File: config.mk
export PLATFORM = sky130hd
export DESIGN_NAME = nor_pe_status
export DESIGN_NICKNAME = d
export VERILOG_FILES = /design/src/rtl/nps_pkg.sv /design/src/rtl/nps_cmd_seq.sv /design/src/rtl/nps_busy_timer.sv /design/src/rtl/nps_cell_array.sv /design/src/rtl/nor_pe_status.sv
export SDC_FILE = /design/constraint.sdc
export NUM_CORES = 1
export LEC_CHECK = 0
export ABC_CLOCK_PERIOD_IN_PS = 6480
export CAP_MARGIN = 20
export CORE_MARGIN = 2
export CORE_UTILIZATION = 50
export DETAILED_ROUTE_END_ITERATION = 8
export DONT_BUFFER_PORTS = 1
export PLACE_DENSITY = 0.74
export SLEW_MARGIN = 20
export SYNTH_ARGS = -nofsm -noshare
export SYNTH_HDL_FRONTEND = slang
export SYNTH_SLANG_ARGS = --single-unit
File: constraint.sdc
create_clock -name clk -period 6.48 [get_ports clk]
set_clock_uncertainty 0.05 [all_clocks]
set_input_delay 0.648 -clock clk [delete_from_list [all_inputs] [get_ports clk]]
set_output_delay 0.648 -clock clk [all_outputs]
set_load 0.005 [all_outputs]
File: src/rtl/nps_pkg.sv
package nps_pkg;
    typedef enum logic [1:0] {
        ST_READ   = 2'd0,
        ST_BUSY   = 2'd1,
        ST_STATUS = 2'd2
    } pe_state_e;

    typedef enum logic {
        OP_PROG  = 1'b0,
        OP_ERASE = 1'b1
    } op_kind_e;

    typedef enum logic {
        MODE_AUTO = 1'b0,
        MODE_HOLD = 1'b1
    } stat_mode_e;

    localparam logic [11:0] UNLOCK_ADDR_A = 12'h555;
    localparam logic [11:0] UNLOCK_ADDR_B = 12'h2AA;
    localparam logic [7:0]  KEY_FIRST     = 8'hAA;
    localparam logic [7:0]  KEY_SECOND    = 8'h55;
    localparam logic [7:0]  OPC_PROG      = 8'hA0;
    localparam logic [7:0]  OPC_ERASE     = 8'h80;
    localparam logic [7:0]  OPC_MODE      = 8'hD0;
    localparam logic [7:0]  ERASE_OK      = 8'h30;
    localparam logic [7:0]  OPC_EXIT      = 8'hF0;
endpackage

File: src/rtl/nps_cmd_seq.sv
module nps_cmd_seq
    import nps_pkg::*;
#(
    parameter int AW = 12,
    parameter int DW = 16
) (
    input  logic          clk,
    input  logic          rst_n,
    input  logic          en,
    input  logic          we,
    input  logic [AW-1:0] addr,
    input  logic [DW-1:0] wdata,
    output logic          go_prog,
    output logic          go_erase,
    output logic          mode_wr,
    output logic          mode_val,
    output logic          exit_cmd
);
    localparam logic [AW-1:0] ADR_A = AW'(UNLOCK_ADDR_A);
    localparam logic [AW-1:0] ADR_B = AW'(UNLOCK_ADDR_B);

    typedef enum logic [2:0] {
        CS_IDLE, CS_KEY1, CS_KEY2, CS_PROG, CS_ERASE, CS_MODE
    } cs_e;

    cs_e cs_q, cs_d;

    function automatic logic is_word(input logic [DW-1:0] w, input logic [7:0] code);
        return w == DW'(code);
    endfunction

    assign exit_cmd = we && is_word(wdata, OPC_EXIT);

    always_comb begin
        cs_d     = cs_q;
        go_prog  = 1'b0;
        go_erase = 1'b0;
        mode_wr  = 1'b0;
        mode_val = wdata[0];
        if (!en) begin
            cs_d = CS_IDLE;
        end else if (we) begin
            unique case (cs_q)
                CS_IDLE:
                    cs_d = (addr == ADR_A && is_word(wdata, KEY_FIRST)) ? CS_KEY1 : CS_IDLE;
                CS_KEY1:
                    cs_d = (addr == ADR_B && is_word(wdata, KEY_SECOND)) ? CS_KEY2 : CS_IDLE;
                CS_KEY2: begin
                    cs_d = CS_IDLE;
                    if (addr == ADR_A && is_word(wdata, OPC_PROG))  cs_d = CS_PROG;
                    if (addr == ADR_A && is_word(wdata, OPC_ERASE)) cs_d = CS_ERASE;
                    if (addr == ADR_A && is_word(wdata, OPC_MODE))  cs_d = CS_MODE;
                end
                CS_PROG: begin
                    go_prog = 1'b1;
                    cs_d    = CS_IDLE;
                end
                CS_ERASE: begin
                    go_erase = is_word(wdata, ERASE_OK);
                    cs_d     = CS_IDLE;
                end
                CS_MODE: begin
                    mode_wr = (wdata == '0) || (wdata == DW'(1));
                    cs_d    = CS_IDLE;
                end
                default: cs_d = CS_IDLE;
            endcase
        end
    end

    always_ff @(posedge clk or negedge rst_n) begin
        if (!rst_n) cs_q <= CS_IDLE;
        else        cs_q <= cs_d;
    end
endmodule

File: src/rtl/nps_busy_timer.sv
module nps_busy_timer
    import nps_pkg::*;
#(
    parameter int PROG_CYC  = 12,
    parameter int ERASE_CYC = 24
) (
    input  logic     clk,
    input  logic     rst_n,
    input  logic     start,
    input  op_kind_e kind,
    input  logic     run,
    output logic     done
);
    localparam int MAXC = (PROG_CYC > ERASE_CYC) ? PROG_CYC : ERASE_CYC;
    localparam int CW   = $clog2(MAXC + 1);
    localparam logic [CW-1:0] PROG_LOAD  = CW'(PROG_CYC - 1);
    localparam logic [CW-1:0] ERASE_LOAD = CW'(ERASE_CYC - 1);

    logic [CW-1:0] cnt_q;

    always_ff @(posedge clk or negedge rst_n) begin
        if (!rst_n)                   cnt_q <= '0;
        else if (start)               cnt_q <= (kind == OP_ERASE) ? ERASE_LOAD : PROG_LOAD;
        else if (run && cnt_q != '0)  cnt_q <= cnt_q - 1'b1;
    end

    assign done = run && (cnt_q == '0);
endmodule

File: src/rtl/nps_cell_array.sv
module nps_cell_array #(
    parameter int DEPTH = 16,
    parameter int DW    = 16
) (
    input  logic                     clk,
    input  logic                     por_n,
    input  logic                     wr_en,
    input  logic [$clog2(DEPTH)-1:0] wr_idx,
    input  logic [DW-1:0]            wr_data,
    input  logic                     clr_all,
    input  logic [$clog2(DEPTH)-1:0] rd_idx,
    output logic [DW-1:0]            rd_data
);
    logic [DW-1:0] mem [DEPTH];

    always_ff @(posedge clk or negedge por_n) begin
        if (!por_n) begin
            for (int i = 0; i < DEPTH; i++) mem[i] <= '1;
        end else if (clr_all) begin
            for (int i = 0; i < DEPTH; i++) mem[i] <= '1;
        end else if (wr_en) begin
            mem[wr_idx] <= wr_data;
        end
    end

    assign rd_data = mem[rd_idx];
endmodule

File: src/rtl/nor_pe_status.sv
module nor_pe_status
    import nps_pkg::*;
#(
    parameter int AW        = 12,
    parameter int DW        = 16,
    parameter int DEPTH     = 16,
    parameter int PROG_CYC  = 12,
    parameter int ERASE_CYC = 24
) (
    input  logic          clk,
    input  logic          por_n,
    input  logic          rst_n,
    input  logic [AW-1:0] addr,
    input  logic [DW-1:0] wdata,
    input  logic          we,
    input  logic          oe,
    input  logic          supply_ok,
    output logic [DW-1:0] rdata
);
    localparam int IW = $clog2(DEPTH);

    logic       rst_all_n;
    pe_state_e  st_q, st_d;
    stat_mode_e cfg_q;
    op_kind_e   op_q;
    logic [IW-1:0] tgt_idx_q;
    logic [DW-1:0] tgt_data_q;
    logic fail_q, vlow_q, tog_q;
    logic go_prog, go_erase, mode_wr, mode_val, exit_cmd;
    logic launch, tmr_done, commit, poll_bit;
    logic [DW-1:0] arr_rd, stat_word;

    assign rst_all_n = rst_n & por_n;

    nps_cmd_seq #(.AW(AW), .DW(DW)) u_seq (
        .clk(clk), .rst_n(rst_all_n), .en(st_q == ST_READ), .we(we),
        .addr(addr), .wdata(wdata), .go_prog(go_prog), .go_erase(go_erase),
        .mode_wr(mode_wr), .mode_val(mode_val), .exit_cmd(exit_cmd)
    );

    assign launch = (st_q == ST_READ) && (go_prog || go_erase) && supply_ok;
    assign commit = (st_q == ST_BUSY) && supply_ok && tmr_done;

    nps_busy_timer #(.PROG_CYC(PROG_CYC), .ERASE_CYC(ERASE_CYC)) u_tmr (
        .clk(clk), .rst_n(rst_all_n), .start(launch),
        .kind(go_erase ? OP_ERASE : OP_PROG),
        .run(st_q == ST_BUSY), .done(tmr_done)
    );

    nps_cell_array #(.DEPTH(DEPTH), .DW(DW)) u_arr (
        .clk(clk), .por_n(por_n),
        .wr_en(commit && op_q == OP_PROG), .wr_idx(tgt_idx_q), .wr_data(tgt_data_q),
        .clr_all(commit && op_q == OP_ERASE),
        .rd_idx(addr[IW-1:0]), .rd_data(arr_rd)
    );

    // next-state decision
    always_comb begin
        st_d = st_q;
        unique case (st_q)
            ST_READ:
                if (go_prog || go_erase) st_d = supply_ok ? ST_BUSY : ST_STATUS;
            ST_BUSY:
                if (!supply_ok)    st_d = ST_STATUS;
                else if (tmr_done) st_d = (cfg_q == MODE_HOLD) ? ST_STATUS : ST_READ;
            ST_STATUS:
                if (exit_cmd) st_d = ST_READ;
            default: st_d = ST_READ;
        endcase
    end

    // state register
    always_ff @(posedge clk or negedge rst_all_n) begin
        if (!rst_all_n) st_q <= ST_READ;
        else            st_q <= st_d;
    end

    // mode register: only power-on clears it
    always_ff @(posedge clk or negedge por_n) begin
        if (!por_n)       cfg_q <= MODE_AUTO;
        else if (mode_wr) cfg_q <= stat_mode_e'(mode_val);
    end

    // operation context and fault flags
    always_ff @(posedge clk or negedge rst_all_n) begin
        if (!rst_all_n) begin
            op_q       <= OP_PROG;
            tgt_idx_q  <= '0;
            tgt_data_q <= '0;
            fail_q     <= 1'b0;
            vlow_q     <= 1'b0;
        end else begin
            unique case (st_q)
                ST_READ:
                    if (go_prog || go_erase) begin
                        op_q       <= go_erase ? OP_ERASE : OP_PROG;
                        tgt_idx_q  <= addr[IW-1:0];
                        tgt_data_q <= wdata;
                        fail_q     <= !supply_ok;
                        vlow_q     <= !supply_ok;
                    end
                ST_BUSY:
                    if (!supply_ok) begin
                        fail_q <= 1'b1;
                        vlow_q <= 1'b1;
                    end
                ST_STATUS:
                    if (exit_cmd) begin
                        fail_q <= 1'b0;
                        vlow_q <= 1'b0;
                    end
                default: ;
            endcase
        end
    end

    // status word assembly
    always_comb begin
        if (cfg_q == MODE_HOLD) poll_bit = (st_q == ST_STATUS);
        else                    poll_bit = (op_q == OP_ERASE) ? 1'b0 : ~tgt_data_q[7];
        stat_word    = '0;
        stat_word[7] = poll_bit;
        stat_word[6] = tog_q;
        stat_word[5] = fail_q;
        stat_word[3] = vlow_q;
    end

    // outputs: read data and toggle bit
    always_ff @(posedge clk or negedge rst_all_n) begin
        if (!rst_all_n) begin
            rdata <= '0;
            tog_q <= 1'b0;
        end else if (oe) begin
            rdata <= (st_q == ST_READ) ? arr_rd : stat_word;
            if (st_q == ST_BUSY || (st_q == ST_STATUS && fail_q)) tog_q <= ~tog_q;
        end
    end
endmodule

# Yosys cells after proc, flatten, opt, wreduce, memory -nomap -nowiden

Index checks and enable logic that the tools add are counted.

Output and inout bits: 16
Input port bits: 34
Word-level logic and storage cells: 133
Bits in registers: 306

Bitwise gates (word level): 6
Order comparisons: 3
Eq/ne operators: 22
Add/sub/neg operators: 1
Reduce and logical (&&, ||, !) cells: 32
Multiplexer cells: 43

Operators with widths:

| operator                                                          | number |
|---|---|
| 256-bit two-way mux                                               | 2 |
| 256-bit bitwise mux                                               | 1 |
| 16-bit by 8-bit == test with 1-bit output, second input constant  | 5 |
| 16-bit binary-select mux with 4-bit select                        | 1 |
| 16-bit demux with 4-bit select                                    | 1 |
| 16-bit two-way mux                                                | 4 |
| 16-bit by 1-bit == test with 1-bit output, second input constant  | 1 |
| 16-bit by 6-bit == test with 1-bit output, second input constant  | 1 |
| 16-bit by 7-bit == test with 1-bit output, second input constant  | 1 |
| 1-bit logical AND                                                 | 16 |
| 16-bit zero test                                                  | 1 |
| 1-bit two-way mux                                                 | 16 |
| 2-bit two-way mux                                                 | 8 |
| 5-bit two-way mux                                                 | 3 |
| 12-bit by 10-bit == test with 1-bit output, second input constant | 1 |
| 12-bit by 11-bit == test with 1-bit output, second input constant | 1 |
| 3-bit two-way mux                                                 | 4 |
| 5-bit greater-or-equal comparator, second input constant          | 2 |
| 4-bit NOT with 5-bit output                                       | 2 |
| 3-bit one-hot mux with 3 select lines                             | 1 |
| 2-bit != test, second input constant                              | 4 |
| 3-bit by 2-bit == test with 1-bit output, second input constant   | 2 |
| 3-bit == test, second input constant                              | 2 |
| 2-bit one-hot mux with 3 select lines                             | 1 |
| other kinds (20)                                                  | 26 |

# Depth between registers and ports, before layout

Word-level depth: 8
Depth in mapped cells: 11
Mapped depth without buffers: 7

# Hierarchy

Synthesis repeated with hierarchy kept, for this count alone.

Cell total of the unflattened synthesis: 1293
Area, all modules: 16021.6 um^2

Modules (own cells, without submodules):

| module         | cells each | area an instance (um^2) | sequential area each (um^2) | instances |
|---|---|---|---|---|
| nps_cell_array | 1045       | 13422.9                 | 6726.5                      | 1 |
| nor_pe_status  | 162        | 1859.3                  | 1051.0                      | 1 |
| nps_cmd_seq    | 55         | 456.7                   | 75.1                        | 1 |
| nps_busy_timer | 31         | 282.8                   | 125.1                       | 1 |

# Worst setup path after synthesis

Ideal clock, no wire load.

Kind: input to register
Start: input addr[0]
End: register rdata[1]
Arrival time: 2.469 ns
Required time: 6.295 ns
Setup slack: 3.826 ns
Stages on the path: 7
Setup time: 0.135 ns
Buffers on the path: 3
Path through: clkbuf_1 buf_2 buf_2 mux4_2 mux4_2 nand2_1 o21ai_0

Word-level cells in the longest chain between the ends: 5

RTL lines:

| item                                                   | line                 | text |
|---|---|---|
| start: declaration                                     | nor_pe_status.sv:13  | `input logic [AW-1:0] addr,` |
| 4-bit NOT with 5-bit output (implied by the code)      | nps_cell_array.sv:26 | `assign rd_data = mem[rd_idx];` |
| 16-bit binary-select mux with 4-bit select             | nps_cell_array.sv:26 |  |
| 16-bit two-way mux (implied by the code) (2 in series) | nps_cell_array.sv:26 |  |
| 16-bit two-way mux                                     | nor_pe_status.sv:134 | `rdata <= (st_q == ST_READ) ? arr_rd : stat_word;` |
| end signal: assignment                                 | nor_pe_status.sv:134 |  |
| end: declaration                                       | nor_pe_status.sv:18  | `output logic [DW-1:0] rdata` |

No other way between the ends. The select of a mux whose other input is x is not followed.
A chain may end at the register's enable or synchronous reset.

# Worst setup path after layout

Start: register u_tmr.cnt_q[0]
End: register u_arr.mem[64] (netlist bit)

Word-level cells in the longest chain between the ends: 5
Elaborated cells on any way between the ends: 7
Classes of those cells: mux (1); reduce/logical (6)

RTL lines:

| item                                                             | line                                     | text |
|---|---|---|
| start: declaration                                               | nps_busy_timer.sv:19                     | `logic [CW-1:0] cnt_q;` |
| start signal: assignment                                         | nps_busy_timer.sv:23                     | `else if (start) cnt_q <= (kind == OP_ERASE) ? ERASE_LOAD : PROG_LOAD;` |
| start signal: assignment                                         | nps_busy_timer.sv:24                     | `else if (run && cnt_q != '0) cnt_q <= cnt_q - 1'b1;` |
| 5-bit zero test (*)                                              | nps_busy_timer.sv:27                     | `assign done = run && (cnt_q == '0);` |
| 1-bit logical AND (*)                                            | nps_busy_timer.sv:27                     |  |
| 1-bit logical AND (*)                                            | nor_pe_status.sv:42                      | `assign commit = (st_q == ST_BUSY) && supply_ok && tmr_done;` |
| 1-bit logical AND (on tied branches)                             | nor_pe_status.sv:53, nor_pe_status.sv:52 |  |
| 256-bit two-way mux / 2-bit nonzero test (equally long branches) | n/a                                      |  |
| end signal: indexed assignment                                   | nps_cell_array.sv:22                     | `mem[wr_idx] <= wr_data;` |
| end: declaration                                                 | nps_cell_array.sv:14                     | `logic [DW-1:0] mem [DEPTH];` |

Every way passes the cells marked *; elsewhere a longest branch is shown, timed or not.

==> impl_metrics.ini <==
[layout]
fill_cells = 2295
layout-drive-gt1-share = 0.598
nNetsFinal = 1059
area_growth_syn_to_layout_pct = 7.94
multi_input_area_mm2 = 0.00598
seq_area_mm2 = 0.00798

[global_route]
grt_pass1_wl_um = 51600
antenna_found_initial = 0
grt_max_degree = 258
grt_usage = 0.217
grt_overflow = 0
grt_pass1_vias = 8832

[logic_synthesis]
ys_seq_elements = 306
synth_area_leaders = dfstp_2 (46%), mux2_2 (15%), mux4_2 (12%), dfrtp_1 (8.6%), a21oi_1 (3.1%)
async_flop_share = 1.00
yosysSeqAreaShare = 0.551
yosysTopAreaCellShare = 0.465
yosys.area.top_type = dfstp_2
synth_area_mm2 = 0.0145
synth_ff_type = dfstp_2
synth_warnings = 0
avgSynthCellArea_um2 = 13.8
synth.net_count = 1088
synth-edff-count = 0
yosys.cell_types.count = 58
synth_cells = 1048

[die]
io_pins = 50
row_count = 62
initial_core_util = 0.506
die_h_um = 174
fp.coreArea_mm2 = 0.0286
die_area_mm2 = 0.0303
die_w_um = 174

[sta]
finalSetupViolations = 0
slew_headroom = 0.381
layout_min_cycle_time_ns = 3.73
timing.fmax_mhz = 268
rsz0062_at_grt = false
holdWs_ns = 0.0703
setup-tns-final_ns = 0
hold_viol = 0
tightest_slew_ns = 0.926
finalCritPeriodShare = 0.576
slew_viol_final = 0

[placement]
gp_congestion = 0.867
place_hpwl_um = 20200
portBuffers = 0

[cts]
cts_tree = done
cts_hold_buf = 1
clkLatencyLatePin_ns = 0.55
htree_num_levels = 1
ctsResizeCount = 0
cts_sinks = 306
cts_setup_buffers = 0
cts_buffers = 30
clk_transition_reported_paths_ns = 0.06
cts_root_buffer = clkbuf_16
cts_buffer_depth = 3

[setup_path]
cp_num_buf_inv = 2
critical_path_class = flop to flop
cpPeakStageDelay_ns = 0.80
crit_arrival_ns = 4.15
crit_chain = inv_1 > ha_1 > or4b_1 > nor3_4 > buf_4 > a21o_1 > mux2_2
crit_family = simple AND/OR/NAND/NOR gates
path_max_fanout = 28
cp.required_ns = 6.90
critPathLaunchType = flop
end_kind = flop
cp_slowest_cell = nor3_4

[routing]
drc = 0
viasPerCell = 5.95
finalWirelength_um = 32000
antenna_left = 0
dr.pass1.iters = 4
avgRoutedWirePerCell_um = 22.4
vias = 8501
drt-initial-drc-count = 588

[job]
maxCapViolations = 0

[power]
p_per_area_mw_per_mm2 = 232
ir_drop_v = 0.000229
power_mw = 3.63
leakage_nw = 6.35

[hold_path]
hold_class = input port to asynchronous set/reset pin

[status]
status = completed
==> flip-flops by register name, indices dropped and copies added, names as in the netlist <==
signal       flops
rdata           16
u_tmr.cnt_q      5
u_arr.mem      256
tgt_data_q      16
u_seq.cs_q       3
st_q             2
vlow_q           1
op_q             1
cfg_q            1
tgt_idx_q        4
tog_q            1
==> cell usage after synthesis (2+ instances only) <==
| cell type | count |
|---|---|
| dfstp_2 | 256 |
| mux2_2 | 193 |
| nor2_1 | 113 |
| a21oi_1 | 90 |
| mux4_2 | 76 |
| dfrtp_1 | 50 |
| buf_2 | 29 |
| nand2_1 | 29 |
| clkbuf_1 | 24 |
| inv_1 | 20 |
| o21ai_0 | 17 |
| or2_2 | 17 |
| buf_6 | 12 |
| a21oi_2 | 10 |
| nand3_1 | 9 |
| buf_4 | 7 |
| a22oi_1 | 6 |
| buf_1 | 6 |
| ha_1 | 6 |
| mux2_1 | 5 |
| nor2b_1 | 5 |
| nor4_1 | 5 |
| xnor2_1 | 5 |
| a21o_1 | 4 |
| and2_1 | 4 |
| nand4_1 | 4 |
| nor3_1 | 4 |
| a22o_1 | 3 |
| o211ai_1 | 3 |
| o22a_1 | 3 |
| a41o_1 | 2 |
| a41o_2 | 2 |
| and3b_1 | 2 |
| nand4b_1 | 2 |
| nor4bb_1 | 2 |
==> kinds of logic (layout without fill, tap and decap cells) <==
kind of cell / count (synthesis) / count (layout) / synth area share
adders and majority gates: 6 / 6 / 0.00519
and+or+nand+nor: 206 / 206 / 0.0688
DFF: 306 / 306 / 0.551
xor gates and xnor gates: 6 / 6 / 0.00363
other: 0 / 1 / 0
AOI/OAI and AO/OA: 150 / 150 / 0.0622
buffers and inverters: 99 / 94 / 0.0362
muxes: 275 / 275 / 0.273
==> per-stage QoR <==
| step | instance area, um^2 | cells | setup slack (ns) | util |
|---|---|---|---|---|
| after floorplan | 14500 | 1048 | 3.83 | - |
| after detailed placement | 14600 | 1368 | 2.74 | 0.511 |
| after CTS | 15600 | 1425 | 2.73 | 0.544 |
| after global routing | 15600 | 1427 | 2.57 | 0.546 |
| after global placement | 14600 | 1368 | 2.87 | 0.511 |
| final | 15600 | 1428 | 2.75 | 0.546 |
==> where the power goes <==
part | internal [mW] | total, mW | switching (mW) | leakage (nW)
combinational | 0.0281 | 0.0723 | 0.0442 | 2.58
sequential | 1.92 | 1.92 | 0.00147 | 3.31
clock | 0.924 | 1.63 | 0.710 | 0.460
total | 2.87 | 3.63 | 0.756 | 6.35
==> layer usage <==
layer  track usage  vias to the layer above  wire (um)  share of wire
met3        0.0341                       56       1670          0.052
met5             0                        -          0              0
met1         0.304                     4487      13700           0.43
met4        0.0665                        0        943          0.029
li1              -                     3747          -              -
met2         0.353                      211      15700           0.49
==> area by class of cell <==
class / instances / area share
diodes: 1 / 0.000160
clock buffers: 47 / 0.0560
clock inverters: 9 / 0.00288
inverters: 21 / 0.00504
multi-input cells: 643 / 0.383
flip-flops and latches: 306 / 0.510
well taps: 384 / 0.0307
repair buffers: 17 / 0.0120
==> worst paths after layout <==
path | end | start | cells past startpoint | slack [ns]
worst max-delay path | u_arr.mem[64] | u_tmr.cnt_q[0] | 7 | 2.75
worst min-delay path | rdata[0] | rst_n | 1 | 0.07
worst max register to register | u_arr.mem[64] | u_tmr.cnt_q[0] | 7 | 2.75
worst min register to register | tog_q | tog_q | 1 | 0.42
max in group asynchronous | cfg_q | por_n | 2 | 5.26
min in group clk | rdata[6] | oe | 1 | 0.14
==> placed cells by master (no fill, tap or decap), types with 2 or more instances in the layout <==
cell and count:
a21o_1 4, a21oi_1 90, a21oi_2 10, a22o_1 3
a22oi_1 6, a41o_2 4, and2_1 3, and3b_1 2
buf_16 3, buf_4 14, clkbuf_1 12, clkbuf_16 31
clkbuf_8 4, clkinv_2 9, dfrtp_1 50, dfstp_2 256
ha_1 6, inv_1 20, mux2_1 5, mux2_2 193
mux4_2 76, nand2_1 29, nand3_1 9, nand4_1 4
nand4b_1 2, nor2_1 113, nor2b_1 5, nor3_1 4
nor4_1 5, nor4bb_1 2, o211ai_1 3, o21ai_0 17
o22a_1 3, or2_2 17, xnor2_1 5
Power figures use the tool's default switching activity.
